[src/rtl/lnb_ctrl_i2c_slave.sv]
`timescale 1ns/1ps
module lnb_ctrl_i2c_slave #(
  parameter logic [4:0] DEV_HI   = 5'b00010,
  parameter int         SYNC_LEN = 2
) (
  input  logic       clk,
  input  logic       rst_n,
  input  logic       scl_i,
  input  logic       sda_i,
  output logic       sda_oe,
  input  logic [1:0] addr_sel,
  input  logic       pwr_good,
  input  logic [4:0] stat_flags,
  input  logic       tx_thr_pin,
  input  logic       sel_hi_pin,
  output logic       out_en,
  output logic       v_top,
  output logic       v_bot,
  output logic       tone_en,
  output logic       mod_sel,
  output logic       thr_eff,
  output logic       dyn_lim,
  output logic       sw_vsel,
  output logic [1:0] i_sel,
  output logic [1:0] vlevel
);
  typedef enum logic [2:0] {S_IDLE, S_ADDR, S_AACK, S_WR, S_WACK, S_RD, S_RACK} st_t;

  logic [SYNC_LEN:0] scl_p, sda_p;
  st_t        st;
  logic [3:0] cnt;
  logic [7:0] sh, tx;
  logic       rnw, mack, thr_r;

  wire scl_now = scl_p[SYNC_LEN-1];
  wire scl_old = scl_p[SYNC_LEN];
  wire sda_now = sda_p[SYNC_LEN-1];
  wire sda_old = sda_p[SYNC_LEN];
  wire rise_c  = scl_now & ~scl_old;
  wire fall_c  = ~scl_now & scl_old;
  wire start_c = scl_now & scl_old & sda_old & ~sda_now;
  wire stop_c  = scl_now & scl_old & ~sda_old & sda_now;
  wire [7:0] rd_byte = {3'b000, stat_flags};

  assign thr_eff = thr_r | tx_thr_pin;
  assign vlevel  = sw_vsel    ? {v_top, v_bot} :
                   sel_hi_pin ? {1'b1, v_top}  : {1'b0, v_bot};

  always_ff @(posedge clk or negedge rst_n) begin
    if (!rst_n) begin
      scl_p <= '1; sda_p <= '1;
      st <= S_IDLE; cnt <= '0; sh <= '0; tx <= '0;
      rnw <= 1'b0; mack <= 1'b0; sda_oe <= 1'b0;
      out_en <= 1'b0; v_top <= 1'b0; v_bot <= 1'b0;
      tone_en <= 1'b0; mod_sel <= 1'b0; thr_r <= 1'b0;
      dyn_lim <= 1'b0; sw_vsel <= 1'b0; i_sel <= '0;
    end else begin
      scl_p <= {scl_p[SYNC_LEN-1:0], scl_i};
      sda_p <= {sda_p[SYNC_LEN-1:0], sda_i};
      if (!pwr_good) begin
        st <= S_IDLE; cnt <= '0; sda_oe <= 1'b0;
      end else if (stop_c) begin
        st <= S_IDLE; sda_oe <= 1'b0;
      end else if (start_c) begin
        st <= S_ADDR; cnt <= '0; sda_oe <= 1'b0;
      end else begin
        case (st)
          S_ADDR, S_WR: begin
            if (rise_c && cnt != 4'd8) begin
              sh  <= {sh[6:0], sda_now};
              cnt <= cnt + 4'd1;
            end else if (fall_c && cnt == 4'd8) begin
              cnt <= '0;
              if (st == S_ADDR) begin
                if (sh[7:1] == {DEV_HI, addr_sel}) begin
                  sda_oe <= 1'b1; rnw <= sh[0]; st <= S_AACK;
                end else st <= S_IDLE;
              end else begin
                sda_oe <= 1'b1; st <= S_WACK;
                case (sh[7:5])
                  3'b001: begin tone_en <= sh[4]; mod_sel <= sh[3]; thr_r <= sh[2]; end
                  3'b010: begin dyn_lim <= sh[4]; sw_vsel <= sh[3]; i_sel <= sh[1:0]; end
                  3'b011: begin out_en <= sh[4]; v_top <= sh[1]; v_bot <= sh[0]; end
                  default: ;
                endcase
              end
            end
          end
          S_AACK: if (fall_c) begin
            if (rnw) begin
              tx <= rd_byte; sda_oe <= ~rd_byte[7]; st <= S_RD;
            end else begin
              sda_oe <= 1'b0; st <= S_WR;
            end
          end
          S_WACK: if (fall_c) begin
            sda_oe <= 1'b0; st <= S_WR;
          end
          S_RD: if (fall_c) begin
            if (cnt == 4'd7) begin
              sda_oe <= 1'b0; cnt <= '0; st <= S_RACK;
            end else begin
              tx <= {tx[6:0], 1'b0}; sda_oe <= ~tx[6]; cnt <= cnt + 4'd1;
            end
          end
          S_RACK: begin
            if (rise_c) mack <= ~sda_now;
            if (fall_c) begin
              if (mack) begin
                tx <= rd_byte; sda_oe <= ~rd_byte[7]; st <= S_RD;
              end else st <= S_IDLE;
            end
          end
          default: ;
        endcase
      end
      if (!pwr_good || stat_flags[4]) begin
        out_en <= 1'b0; v_top <= 1'b0; v_bot <= 1'b0;
        tone_en <= 1'b0; mod_sel <= 1'b0; thr_r <= 1'b0;
        dyn_lim <= 1'b0; sw_vsel <= 1'b0; i_sel <= '0;
      end
    end
  end
endmodule

[config.mk]
export PLATFORM = sky130hd
export DESIGN_NAME = lnb_ctrl_i2c_slave
export DESIGN_NICKNAME = d
export VERILOG_FILES = /design/src/rtl/lnb_ctrl_i2c_slave.sv
export SDC_FILE = /design/constraint.sdc
export NUM_CORES = 1
export LEC_CHECK = 0
export ABC_AREA = 1
export BUFFER_PORTS_ARGS = -buffer_cell sky130_fd_sc_hd__buf_2
export CAP_MARGIN = 20
export CORE_ASPECT_RATIO = 1.2
export CORE_MARGIN = 2
export CORE_UTILIZATION = 52
export DETAILED_ROUTE_END_ITERATION = 7
export PLACE_DENSITY_LB_ADDON = 0.15
export SLEW_MARGIN = 10
export SYNTH_ARGS = -nofsm -noshare
export SYNTH_HDL_FRONTEND = slang
export SYNTH_SLANG_ARGS = --single-unit
[constraint.sdc]
create_clock -name clk -period 1.4 [get_ports clk]
set_input_delay 0.07 -clock clk [delete_from_list [all_inputs] [get_ports clk]]
set_output_delay 0.07 -clock clk [all_outputs]
set_load 0.005 [all_outputs]
==> results.txt <==
Post-synthesis sequential area ratio: 45.5%
Placer congestion estimate: 0.892
IO Count: 27
Final net count: 407
Period utilization: 120%
RSZ-0062 raised after global routing: true
Cells after Synth: 301
Worst reg2reg setup slack: -290 ps
Port Buffer Count: 26
Req. time, crit path: 1640 ps
Initial Util: 53.8%
Distinct cells, synth: 33
Die height: 76.4 um
Vias in the first global route: 2,296
CP most frequent cell: nand2_1
Post-DP HPWL: 4060 um
Critical path endpoint category: flop
Ant. Diodes: 0
Leakage power: 1.68 nW
Overall routed net length: 6790 um
Worst Reg-to-Reg Cells: 9
Routed vias: 2,369
Arrival time worst endpoint: 1930 ps
Hold WC Path Type: in -> reg
Number of max-slew violations in the final report: 0
Vias per inst: 5.29
Total grt overflow: 0
Die W: 64.4 um
Initial antenna violation count: 0
Multiplexer share of the synthesized area: 0%
Pwr dens: 1400 nW/um2
Final min period: 1690 ps
H-tree depth: 2
Clock Latency Late Sink: 300 ps
Antenna-violating nets left: 0
Max-cap violations: 0
Worst setup margin: -287 ps
Largest net degree at the start of global routing: 25
Clk_skew: 3.02 ps
Setup WS pre-CTS: -177 ps
Synth Warn #: 0
Worst slew pin tran: 465 ps
Final setup viols: 34
TritonRoute pass-1 iters: 4
Synthesis-to-layout area growth: 44.7%
Compound-Gate Fraction of Synth Area: 6.55%
RR Startpoint: scl_p[2]
Failing checks: negative setup slack
Tot Pwr: 0.00462 W
Residual DRC: 0
CTS tree: yes
Gr usage total: 26.2%
Mean post-synth cell area: 7.55 um2
Adder-cell share of the synthesized area: 1.10%
Layout cells sized above 1: 41.8%
Outcome: finished with violations
Die Area: 4920 um2
CTS buffer count: 5
Critical Path Sink: st[1]
Largest family of logic cells by synthesized area: simple AND/OR/NAND/NOR gates
First-pass GRT wire length: 10,000 um
Reg2reg end: st[1]
Core Area: 4230 um2
Syn nets: 317
Clk sink count: 41
Critical path class: reg -> reg
CP Max Fanout: 4
Post-Synth XOR/XNOR Area: 0.771%
Worst rel slew slack: 69.0%
Area of the mapped netlist: 2270 um2
Seq cells post-synth: 41
CP max stage delay: 570 ps
Initial drt markers: 88
Slowest-stage cell, CP: dfstp_2
Core Rows: 26
Final Hold Viols: 0
Crit path from: scl_p[2]
Crit start category: flop
Clock transition at the registers of the reported paths: 80 ps
Synth Area in Simple Gates: 39.4%
Worst VDD drop: 723 uV
Wirelength per Cell: 15.1 um
Max Fclk: 593 MHz
Crit-path cells: inv_2, nor2_4, buf_4, nand3_1, nand2_2, nand2_4, o21ai_4, nand2_1, nand2_1
CTS Root Buffer Type: clkbuf_8
Longest Clk Path Bufs: 2
-- worst max-delay path: cells and delay by family (launching register included) --
family                 cells  cell delay [ps]
and+or+nand+nor            6              700
buffers and inverters      2              200
AOI/OAI and AO/OA          1              160
DFF                        1              570
-- per-stage QoR --
stage / hold slack, ps / setup TNS, ps / area (um2) / std cells / utilization [%]
6_report: 95.4 / -4910 / 3290 / 448 / 77.8
4_1_cts: 71.0 / -3990 / 3080 / 437 / 72.7
5_1_grt: 87.4 / -8110 / 3290 / 448 / 77.8
3_3_place_gp: 37.0 / -1970 / 2790 / 420 / 65.9
3_5_place_dp: 43.1 / -2940 / 2790 / 420 / 65.9
2_1_floorplan: -226 / -19.6 / 2300 / 301 / -
-- area by class of cell --
class	instances	area (um2)
timing repair buffer	86	623
multi-input combinational	225	1320
tap	56	70.1
fill	291	938
inverter	32	126
clock buffer	6	82.6
sequential	41	1030
clock inverter	2	37.5
-- report_power, final --
group          switching, W  total, W  internal, W
clock              0.000441   0.00102     0.000580
combinational       0.00111   0.00198     0.000870
sequential         0.000223   0.00162      0.00139
total               0.00177   0.00462      0.00284
-- cell families after synthesis --
logic type / after synthesis
simple gates: 193
xor+xnor: 2
fa+ha+maj: 2
flops: 41
buf+inv: 36
compound gates: 27
-- routing by layer --
layer | share of wire [%] | up-vias | track usage [%]
li1 | - | 1136 | -
met1 | 38 | 1126 | 28.8
met2 | 54 | 75 | 47.6
met3 | 3.9 | 32 | 3.55
met4 | 4.6 | 0 | 14.7
met5 | 0 | - | 0
-- sequential cells by signal, indices dropped and copies added (netlist names), 2 cells and up --
register and flops:
scl_p 3, sda_p 3, cnt 4, i_sel 2, tx 7, st 3
sh 8
-- layout by cell type, fill, tap and decap left out, types with 6 or more instances in the layout --
cell type / instances
nor2_2: 9
nand3_1: 27
nor2_1: 21
buf_2: 26
a21oi_1: 6
o21ai_0: 11
buf_6: 6
clkbuf_8: 6
dfrtp_1: 35
nand2_4: 11
dfstp_2: 6
nor2_4: 6
inv_1: 25
nand2_1: 82
nand2_2: 20
buf_4: 50
-- Yosys cell counts --
| master | instances | share of area (%) |
|---|---|---|
| a21oi_1 | 6 | 1.3 |
| a31oi_1 | 1 | 0.28 |
| buf_2 | 1 | 0.22 |
| buf_4 | 1 | 0.33 |
| buf_6 | 1 | 0.50 |
| clkbuf_1 | 1 | 0.16 |
| clkinv_2 | 1 | 0.22 |
| dfrtp_1 | 35 | 39 |
| dfstp_2 | 6 | 6.9 |
| ha_1 | 2 | 1.1 |
| inv_1 | 27 | 4.5 |
| inv_2 | 3 | 0.50 |
| inv_6 | 1 | 0.39 |
| nand2_1 | 107 | 18 |
| nand2_2 | 4 | 1.1 |
| nand2_4 | 3 | 1.5 |
| nand3_1 | 29 | 6.4 |
| nand3_4 | 1 | 0.77 |
| nand3b_1 | 3 | 0.99 |
| nand4_1 | 4 | 1.1 |
| nand4_2 | 1 | 0.55 |
| nor2_1 | 32 | 5.3 |
| nor2_4 | 3 | 1.5 |
| nor3_1 | 1 | 0.22 |
| nor3_2 | 3 | 1.3 |
| nor3_4 | 1 | 0.72 |
| o211ai_1 | 1 | 0.33 |
| o211ai_2 | 1 | 0.55 |
| o21ai_0 | 12 | 2.6 |
| o21ai_1 | 5 | 1.1 |
| o21bai_1 | 1 | 0.33 |
| or2_2 | 1 | 0.28 |
| xor2_1 | 2 | 0.77 |
-- what timing repair did --
| item | in CTS | in global routing |
|---|---|---|
| pin swaps | 13 | 19 |
| buffers inserted | 5 | 10 |
| resized for setup | 25 | 40 |
| gates cloned | 1 | 1 |
| setup endpoints to repair | 34 | 34 |
| endpoints found under the hold margin | 19 | 0 |
| hold buffers | 3 | 0 |
-- how the worst min path moves through the flow --
stage | slack, ps | cells past startpoint | end | start
after floorplan | -230 | 0 | cnt[0] | rst_n
after global placement | 40 | 1 | cnt[3] | rst_n
after detailed placement | 40 | 1 | cnt[3] | rst_n
after CTS | 70 | 3 | st[0] | pwr_good
after global routing | 90 | 3 | st[0] | pwr_good
final | 100 | 3 | st[0] | pwr_good
Power figures use the tool's default switching activity.
